[src/rtl/pfd_pkg.sv]
package pfd_pkg;

  // Strobes sent from the control part to the datapath
  typedef struct packed {
    logic clr;      // clear both request flops on this edge
    logic capture;  // latch the non-overlap measurement on this edge
  } pfdStrobe_t;

  localparam int HOLD_W = 3;

  // Antibacklash hold-off in fast-clock cycles for each code
  function automatic logic [HOLD_W-1:0] holdCycles(input logic [1:0] code);
    logic [HOLD_W-1:0] cyc;
    case (code)
      2'b00:   cyc = 3'd2;
      2'b01:   cyc = 3'd1;
      2'b10:   cyc = 3'd3;
      default: cyc = 3'd4;
    endcase
    return cyc;
  endfunction

endpackage

[src/rtl/pfd_edge_sync.sv]
module pfd_edge_sync #(
  parameter int STAGES = 2
) (
  input  logic clk,
  input  logic rst,
  input  logic din,
  output logic rise
);
  logic [STAGES-1:0] syncQ;
  logic              prevQ;

  always_ff @(posedge clk) begin
    if (rst) begin
      syncQ <= '0;
      prevQ <= 1'b0;
    end else begin
      syncQ <= {syncQ[STAGES-2:0], din};
      prevQ <= syncQ[STAGES-1];
    end
  end

  assign rise = syncQ[STAGES-1] & ~prevQ;

endmodule

[src/rtl/pfd_datapath.sv]
module pfd_datapath
  import pfd_pkg::*;
#(
  parameter int SYNC_STAGES = 2,
  parameter int MEAS_W      = 8
) (
  input  logic              clk,
  input  logic              rst,
  input  logic              refIn,
  input  logic              fbIn,
  input  pfdStrobe_t        strobe,
  output logic              upReq,
  output logic              dnReq,
  output logic              errValid,
  output logic [MEAS_W-1:0] errWidth,
  output logic              errUpLead
);
  localparam int CH = 2;  // channel 0 = reference/up, channel 1 = feedback/down
  localparam logic [MEAS_W-1:0] MEAS_MAX = {MEAS_W{1'b1}};

  logic [CH-1:0] chIn;
  logic [CH-1:0] chRise;
  logic [CH-1:0] req;
  logic [CH-1:0] pend;

  assign chIn = {fbIn, refIn};

  for (genvar ch = 0; ch < CH; ch++) begin : g_chan
    pfd_edge_sync #(.STAGES(SYNC_STAGES)) u_sync (
      .clk  (clk),
      .rst  (rst),
      .din  (chIn[ch]),
      .rise (chRise[ch])
    );

    // Request flop with data tied high; the clear wins over a same-cycle edge
    always_ff @(posedge clk) begin
      if (rst) begin
        req[ch]  <= 1'b0;
        pend[ch] <= 1'b0;
      end else if (strobe.clr) begin
        req[ch]  <= 1'b0;
        pend[ch] <= chRise[ch];
      end else begin
        req[ch]  <= req[ch] | chRise[ch] | pend[ch];
        pend[ch] <= 1'b0;
      end
    end

    // a request rises only from a detected edge or a held edge
    req_rise_src_chk: assert property (@(posedge clk) disable iff (rst)
      $rose(req[ch]) |-> $past(chRise[ch] || pend[ch]));

    // a request falls only while the other request is also high
    req_fall_pair_chk: assert property (@(posedge clk) disable iff (rst)
      $fell(req[ch]) |-> $past(req[CH-1-ch]));
  end

  assign upReq = req[0];
  assign dnReq = req[1];

  // Non-overlap measurement
  logic [MEAS_W-1:0] meas;
  logic              leadUp;
  logic              alone;

  assign alone = req[0] ^ req[1];

  always_ff @(posedge clk) begin
    if (rst) begin
      meas   <= '0;
      leadUp <= 1'b0;
    end else if (strobe.clr) begin
      meas   <= '0;
      leadUp <= 1'b0;
    end else begin
      if (alone && meas != MEAS_MAX) meas <= meas + 1'b1;
      if (req[0] && !req[1])         leadUp <= 1'b1;
    end
  end

  always_ff @(posedge clk) begin
    if (rst) begin
      errValid  <= 1'b0;
      errWidth  <= '0;
      errUpLead <= 1'b0;
    end else begin
      errValid <= strobe.capture;
      if (strobe.capture) begin
        errWidth  <= meas;
        errUpLead <= leadUp;
      end
    end
  end

  // the measurement strobe lasts a single cycle
  valid_single_chk: assert property (@(posedge clk) disable iff (rst)
    errValid |=> !errValid);

  // the strobe follows a cycle in which both requests were high
  valid_after_pair_chk: assert property (@(posedge clk) disable iff (rst)
    errValid |-> $past(req[0] && req[1]));

endmodule

[src/rtl/pfd_control.sv]
module pfd_control
  import pfd_pkg::*;
(
  input  logic       clk,
  input  logic       rst,
  input  logic [1:0] code,
  input  logic       upReq,
  input  logic       dnReq,
  output pfdStrobe_t strobe
);
  logic [HOLD_W-1:0] overlapCnt;
  logic [HOLD_W-1:0] holdLen;
  logic              both;
  logic              fire;

  assign holdLen = holdCycles(code);
  assign both    = upReq & dnReq;
  assign fire    = both && (overlapCnt >= holdLen - 1'b1);

  always_ff @(posedge clk) begin
    if (rst)              overlapCnt <= '0;
    else if (fire)        overlapCnt <= '0;
    else if (both)        overlapCnt <= overlapCnt + 1'b1;
    else                  overlapCnt <= '0;
  end

  always_comb begin
    strobe.clr     = fire;
    strobe.capture = fire;
  end

  // after the clear both requests are low
  clear_drops_chk: assert property (@(posedge clk) disable iff (rst)
    strobe.clr |=> (!upReq && !dnReq));

  // a clear is never issued unless the pair has overlapped
  clear_needs_pair_chk: assert property (@(posedge clk) disable iff (rst)
    strobe.clr |-> (upReq && dnReq));

endmodule

[src/rtl/pfd_antibacklash.sv]
module pfd_antibacklash
  import pfd_pkg::*;
#(
  parameter int SYNC_STAGES = 2,
  parameter int MEAS_W      = 8
) (
  input  logic              clk,
  input  logic              rst,
  input  logic              refPulse,
  input  logic              fbPulse,
  input  logic [1:0]        abpCode,
  output logic              up,
  output logic              down,
  output logic              errValid,
  output logic [MEAS_W-1:0] errWidth,
  output logic              errUpLead
);
  pfdStrobe_t strobe;
  logic       upReq;
  logic       dnReq;

  pfd_control u_ctrl (
    .clk    (clk),
    .rst    (rst),
    .code   (abpCode),
    .upReq  (upReq),
    .dnReq  (dnReq),
    .strobe (strobe)
  );

  pfd_datapath #(
    .SYNC_STAGES (SYNC_STAGES),
    .MEAS_W      (MEAS_W)
  ) u_dp (
    .clk       (clk),
    .rst       (rst),
    .refIn     (refPulse),
    .fbIn      (fbPulse),
    .strobe    (strobe),
    .upReq     (upReq),
    .dnReq     (dnReq),
    .errValid  (errValid),
    .errWidth  (errWidth),
    .errUpLead (errUpLead)
  );

  assign up   = upReq;
  assign down = dnReq;

endmodule

[config.mk]
export PLATFORM = sky130hd
export DESIGN_NAME = pfd_antibacklash
export DESIGN_NICKNAME = d
export VERILOG_FILES = /design/src/rtl/pfd_pkg.sv /design/src/rtl/pfd_edge_sync.sv /design/src/rtl/pfd_datapath.sv /design/src/rtl/pfd_control.sv /design/src/rtl/pfd_antibacklash.sv
export SDC_FILE = /design/constraint.sdc
export NUM_CORES = 1
export LEC_CHECK = 0
export BUFFER_PORTS_ARGS = -buffer_cell sky130_fd_sc_hd__buf_4
export CORE_MARGIN = 3
export CORE_UTILIZATION = 30
export CTS_CLUSTER_SIZE = 24
export DETAILED_ROUTE_END_ITERATION = 10
export GPL_TIMING_DRIVEN = 0
export SLEW_MARGIN = 20
export SYNTH_ARGS = -nofsm -noshare
export SYNTH_HDL_FRONTEND = slang
export SYNTH_SLANG_ARGS = --single-unit
[constraint.sdc]
create_clock -name clk -period 3.2 [get_ports clk]
set_input_delay 0.32 -clock clk [delete_from_list [all_inputs] [get_ports clk]]
set_output_delay 0.32 -clock clk [all_outputs]
set_load 0.03 [all_outputs]
After elaboration in Yosys (flattened, before gate mapping)
Index checks and enable logic that the tools add are counted.
{"block": "op_classes", "n_addsub": 3, "multipliers": 0, "div": 0, "order_cmp": 1, "n_eq_ne": 3, "shifts": 0, "n_mux": 1, "bitwise": 12, "n_reduce_logical": 8}
{"operator": "3-bit one-hot mux with 3 select lines", "count": 1}
{"operator": "8-bit by 1-bit adder with 8-bit output (second input constant)", "count": 1}
{"operator": "8-bit inequality test (second input constant)", "count": 1}
{"operator": "1-bit NOT", "count": 4}
{"operator": "1-bit OR", "count": 4}
{"operator": "2-bit OR reduction", "count": 2}
{"operator": "3-bit by 1-bit adder with 3-bit output (second input constant)", "count": 1}
{"operator": "1-bit AND", "count": 3}
{"operator": "3-bit >= comparator", "count": 1}
{"operator": "1-bit logical AND", "count": 3}
{"operator": "3-bit OR reduction", "count": 1}
{"operator": "3-bit by 1-bit subtractor with 3-bit output (second input constant)", "count": 1}
{"operator": "2-bit by 1-bit == test with 1-bit output (second input constant)", "count": 1}
{"operator": "2-bit == test (second input constant)", "count": 1}
{"operator": "2-bit logical NOT", "count": 1}
{"operator": "1-bit logical NOT", "count": 1}
{"operator": "1-bit XOR", "count": 1}
{"block": "word_totals", "reg_bits": 32, "latch_bits": 0, "ram_bits": 0, "mem_bits_ro": 0, "inputBits": 6, "output_inout_bits": 12, "wordCells": 42, "mem_count": 0}

Depth between registers and ports, before layout
{"block": "logic_depth", "ltp_word": 7, "mapped_depth": 8, "ltp_nobuf": 7}

Modules after synthesis
From an unflattened synthesis, not the netlist that was laid out.
{"block": "unflattened", "cells_unflattened": 138, "area_unflattened_um2": 1392.6}
{"module": "pfd_datapath", "n_inst": 1, "cells_per_inst": 97, "area_each_um2": 949.7, "seq_area_each_um2": 460.4}
{"module": "pfd_control", "n_inst": 1, "cells_per_inst": 27, "area_each_um2": 267.8, "seq_area_each_um2": 60.1}
{"module": "pfd_edge_sync", "n_inst": 2, "cells_per_inst": 7, "area_each_um2": 87.6, "seq_area_each_um2": 60.1}

Worst setup path before layout
Ideal clock, no wire load.
{"block": "synth_timing", "path_type": "input port to flip-flop", "start": "input port abpCode[0]", "end": "register u_ctrl.overlapCnt[2]", "setup_ns": 0.059, "arrival_time_ns": 1.774, "required_ns": 3.141, "setup_slack_ns": 1.367, "cell_stages": 8, "path_buffers": 1, "path_cell_list": "inv_1 -> ha_1 -> ha_1 -> nand2b_4 -> a211oi_4 -> o21ba_2 -> buf_6 -> and3_1"}
{"block": "synth_between", "elab_chain_cells": 6, "elab_cells_between_ends": 8, "cone_classes": "add/sub (1); order compare (1); eq/ne (2); mux (1); reduce/logical (3)"}
{"item": "start, declared", "line": "pfd_antibacklash.sv:11", "source": "input logic [1:0] abpCode,"}
{"item": "2-bit == test, or another cell as far along", "line": "pfd_pkg.sv:14", "source": "case (code)"}
{"item": "3-bit one-hot mux with 3 select lines (*)", "line": "pfd_pkg.sv:14"}
{"item": "3-bit by 1-bit subtractor with 3-bit output (*)", "line": "pfd_control.sv:18", "source": "assign fire = both && (overlapCnt >= holdLen - 1'b1);"}
{"item": "3-bit >= comparator (*)", "line": "pfd_control.sv:18"}
{"item": "1-bit logical AND (*)", "line": "pfd_control.sv:18"}
{"item": "3-bit OR reduction (no line) (*)"}
{"item": "end signal, assigned", "line": "pfd_control.sv:23", "source": "else if (both) overlapCnt <= overlapCnt + 1'b1;"}
{"item": "end, declared", "line": "pfd_control.sv:11", "source": "logic [HOLD_W-1:0] overlapCnt;"}
Every way passes the cells marked *; elsewhere a longest branch is shown, timed or not.
A chain may end at the register's enable or synchronous reset.

Final worst setup path
{"block": "layout_timing", "start": "input port abpCode[0]", "end": "register u_dp.errWidth[0]"}
{"block": "layout_between", "elab_chain_cells": 5, "elab_cells_between_ends": 7, "cone_classes": "add/sub (1); order compare (1); eq/ne (2); mux (1); reduce/logical (2)"}
{"item": "2-bit == test, or another cell as far along", "line": "pfd_pkg.sv:14"}
{"item": "3-bit one-hot mux with 3 select lines (*)", "line": "pfd_pkg.sv:14"}
{"item": "3-bit by 1-bit subtractor with 3-bit output (*)", "line": "pfd_control.sv:18"}
{"item": "3-bit >= comparator (*)", "line": "pfd_control.sv:18"}
{"item": "1-bit logical AND (*)", "line": "pfd_control.sv:18"}
{"item": "end signal, assigned", "line": "pfd_datapath.sv:90", "source": "errWidth <= meas;"}
{"item": "end, declared", "line": "pfd_datapath.sv:15", "source": "output logic [MEAS_W-1:0] errWidth,"}
Marked as above.

==> results.md <==
* Status: completed
* Met1 usage at 12.4%
* Main area contributors after synthesis: dfxtp_1, ha_1, a22o_1
* Die H at 72.1 um
* Clock sink count at 32
* Final setup vio count at 0
* CP max FO at 10
* CTS clk-pin slew, worst paths at 0.06 ns
* Reg-to-reg slack, setup at 1.48 ns
* Via count at 908
* Avg Inst Size Synth at 11.1 sq um
* Worst setup EP type: register
* WP data required at 3.41 ns
* CTS tree: built
* Initial antenna violation count at 0
* Crit path DAT at 2.03 ns
* Core Rows at 23
* Leakage dissipation at 0.000664 uW
* Register area share after synthesis at 48.8%
* Max VDD drop at 0.225 mV
* Largest net degree at the start of global routing at 11
* R2R depth at 6
* Top Ports at 18
* CTS H-tree depth at 2
* Setup Skew at 0.00408 ns
* Gate Count Post-Synth at 118
* First-pass iteration count of the detailed router at 4
* Antenna Nets Post-Route at 0
* Area Overhead vs Synth at 21.4%
* TritonCTS buffer count at 5
* Place WS at 1.09 ns
* Post_cts resized at 0
* Synth unique cells at 35
* Cell taking the most area after synthesis: dfxtp_1
* Area of the mapped netlist at 1310 sq um
* Detail Placement HPWL at 1690 um
* Vias/cell at 4.70
* Power Density at 489 nW/um^2
* Pins Over Slew Limit at 0
* Critical R2R Capture: u_dp.errWidth[0]$_SDFFE_PP0P_
* M2 GR Usage at 14.9%
* CP Class: in2reg
* All-layer global routing usage at 10.0%
* Final Cycle Share at 56.6%
* First-pass GRT wire length at 3980 um
* RD Place Congestion at 0.792
* Syn_nets at 134
* CORE AREA at 4120 sq um
* RSZ-0062 raised after global routing: no
* R2R Path Start: u_ctrl.overlapCnt[0]$_SDFF_PP0_
* Total gr overflow at 0
* Slew headroom at 56.3%
* Worst Hold End: u_dp.g_chan[1].u_sync.syncQ[0]$_SDFF_PP0_
* Min Clock Period, post-route at 1.81 ns
* Root buf cell: clkbuf_8
* Nets at 158
* Number of enable flip-flop cells after synthesis at 0
* Syn. warnings at 0
* Max-cap violations at 0
* WHS Path Cells at 2
* Initial core utilization at 31.9%
* Worst setup SP type: primary input
* Sum Neg Setup Slack at 0 ns
* Post-CTS setup buffers at 0
* Most Crowded Layer GR: met2
* Drt total wl at 2260 um
* I/O Buffers at 17
* Clock latency on the worst-skew pair at 0.27 ns
* Max frequency at 0.552 GHz
* Global-route met3 utilization at 3.05%
* Hold Buf Count CTS at 0
* Clk buf depth at 2
* # diodes at 0
* Vias in the first global route at 908
* # DRC at 0
* Main synth FF type: dfxtp_1
* Async SR Flop Fraction at 0%
* Routed WL per cell at 11.7 um
* Final worst setup slack at 1.39 ns
* Final hold vios at 0
* Die span in x at 72.1 um
* Tightest Pin Transition at 0.653 ns
* Worst hold-check path type: in2reg
* Hold path startpoint: fbPulse
* Share of cells above drive strength 1 at 24.5%
* Yosys reg bits at 32
* Post-synth top area share at 48.8%
* DR iter-0 viols at 48
* Die footprint at 5200 sq um
-- cells in the mapped netlist, drive strengths merged (3+ instances only) --
cell type,number
xnor2,4
nor2b,6
inv,5
dfxtp,32
buf,3
nor2,11
and3,3
ha,10
nand2b,4
a22o,9
nor3,4
a21oi,4
-- registers in the layout, indices dropped and copies added, names as in the netlist --
name / cells
u_dp.errValid: 1
u_dp.errWidth: 8
u_dp.leadUp: 1
u_dp.meas: 8
u_dp.pend: 2
u_dp.dnReq: 1
u_dp.errUpLead: 1
u_dp.g_chan.u_sync.prevQ: 2
u_dp.upReq: 1
u_dp.g_chan.u_sync.syncQ: 4
u_ctrl.overlapCnt: 3
-- routing by layer --
layer | share of wire (%) | vias to the layer above
met5 | 0 | -
met4 | 3.1 | 0
met3 | 5.6 | 7
met2 | 42 | 30
met1 | 50 | 405
li1 | - | 466
-- layout by cell type (no fill, tap or decap), types with 2 or more instances in the layout --
master    count
buf_4        17
nor3_1        2
nor2b_1       6
nand3_1       2
a21oi_1       4
dfxtp_1      32
and3_2        2
ha_1         10
nor4_1        2
nor3_2        2
xnor2_1       4
clkbuf_8      6
a22o_1        9
xor2_1        2
inv_1         5
nor2_1       11
mux2i_1       2
clkbuf_1      2
nand2b_1      3
buf_6         2
-- through the flow --
step                area, sq um  std cells  util, %  hold WS [ns]  total power, uW
global placement           1500        185     36.5         0.417              478
global route               1590        193     38.7         0.249              815
detailed placement         1500        185     36.5         0.427              479
floorplan                  1310        118        -         0.414              463
finish                     1590        193     38.7         0.253              778
CTS                        1590        193     38.7         0.243              792
-- cell families after synthesis --
kind of cell	after synthesis	share of synthesized area [%]
AOI/OAI and AO/OA	22	15.0
xor gates and xnor gates	6	4.00
adders and majority gates	10	9.53
buffers and inverters	8	3.53
DFF	32	48.8
muxes	2	1.53
and+or+nand+nor	38	17.6
-- critical path, stage by stage --
cell	delay [ns]
buf_4	0.12
ha_1	0.21
xnor2_1	0.17
ha_1	0.25
o21ai_1	0.17
nor3_2	0.54
a22o_1	0.25
-- where the power goes --
part           switching (uW)  internal, uW
Clock                     133           175
Combinational            29.8          28.6
Sequential               5.71           406
-- final cells by class --
| type | count | area [sq um] |
|---|---|---|
| inverters | 5 | 18.8 |
| multi-input cells | 78 | 626 |
| plain buffers | 3 | 27.5 |
| flip-flops and latches | 32 | 641 |
| fillers | 409 | 2520 |
| clock buffers | 8 | 90.1 |
| repair buffers | 17 | 128 |
| well taps | 50 | 62.6 |
-- worst max-delay path by stage --
stage,from,end,slack (ns),cells after the start
floorplan,abpCode[0],u_ctrl.overlapCnt[2]$_SDFF_PP0_,1.37,8
global placement,abpCode[0],u_dp.errWidth[1]$_SDFFE_PP0P_,1.15,7
detailed placement,abpCode[0],u_dp.errWidth[4]$_SDFFE_PP0P_,1.09,7
CTS,abpCode[0],u_dp.errWidth[4]$_SDFFE_PP0P_,1.38,7
global route,abpCode[0],u_dp.errWidth[2]$_SDFFE_PP0P_,1.26,7
finish,abpCode[0],u_dp.errWidth[0]$_SDFFE_PP0P_,1.39,7
Note: power is estimated with default switching activity, not from simulation.
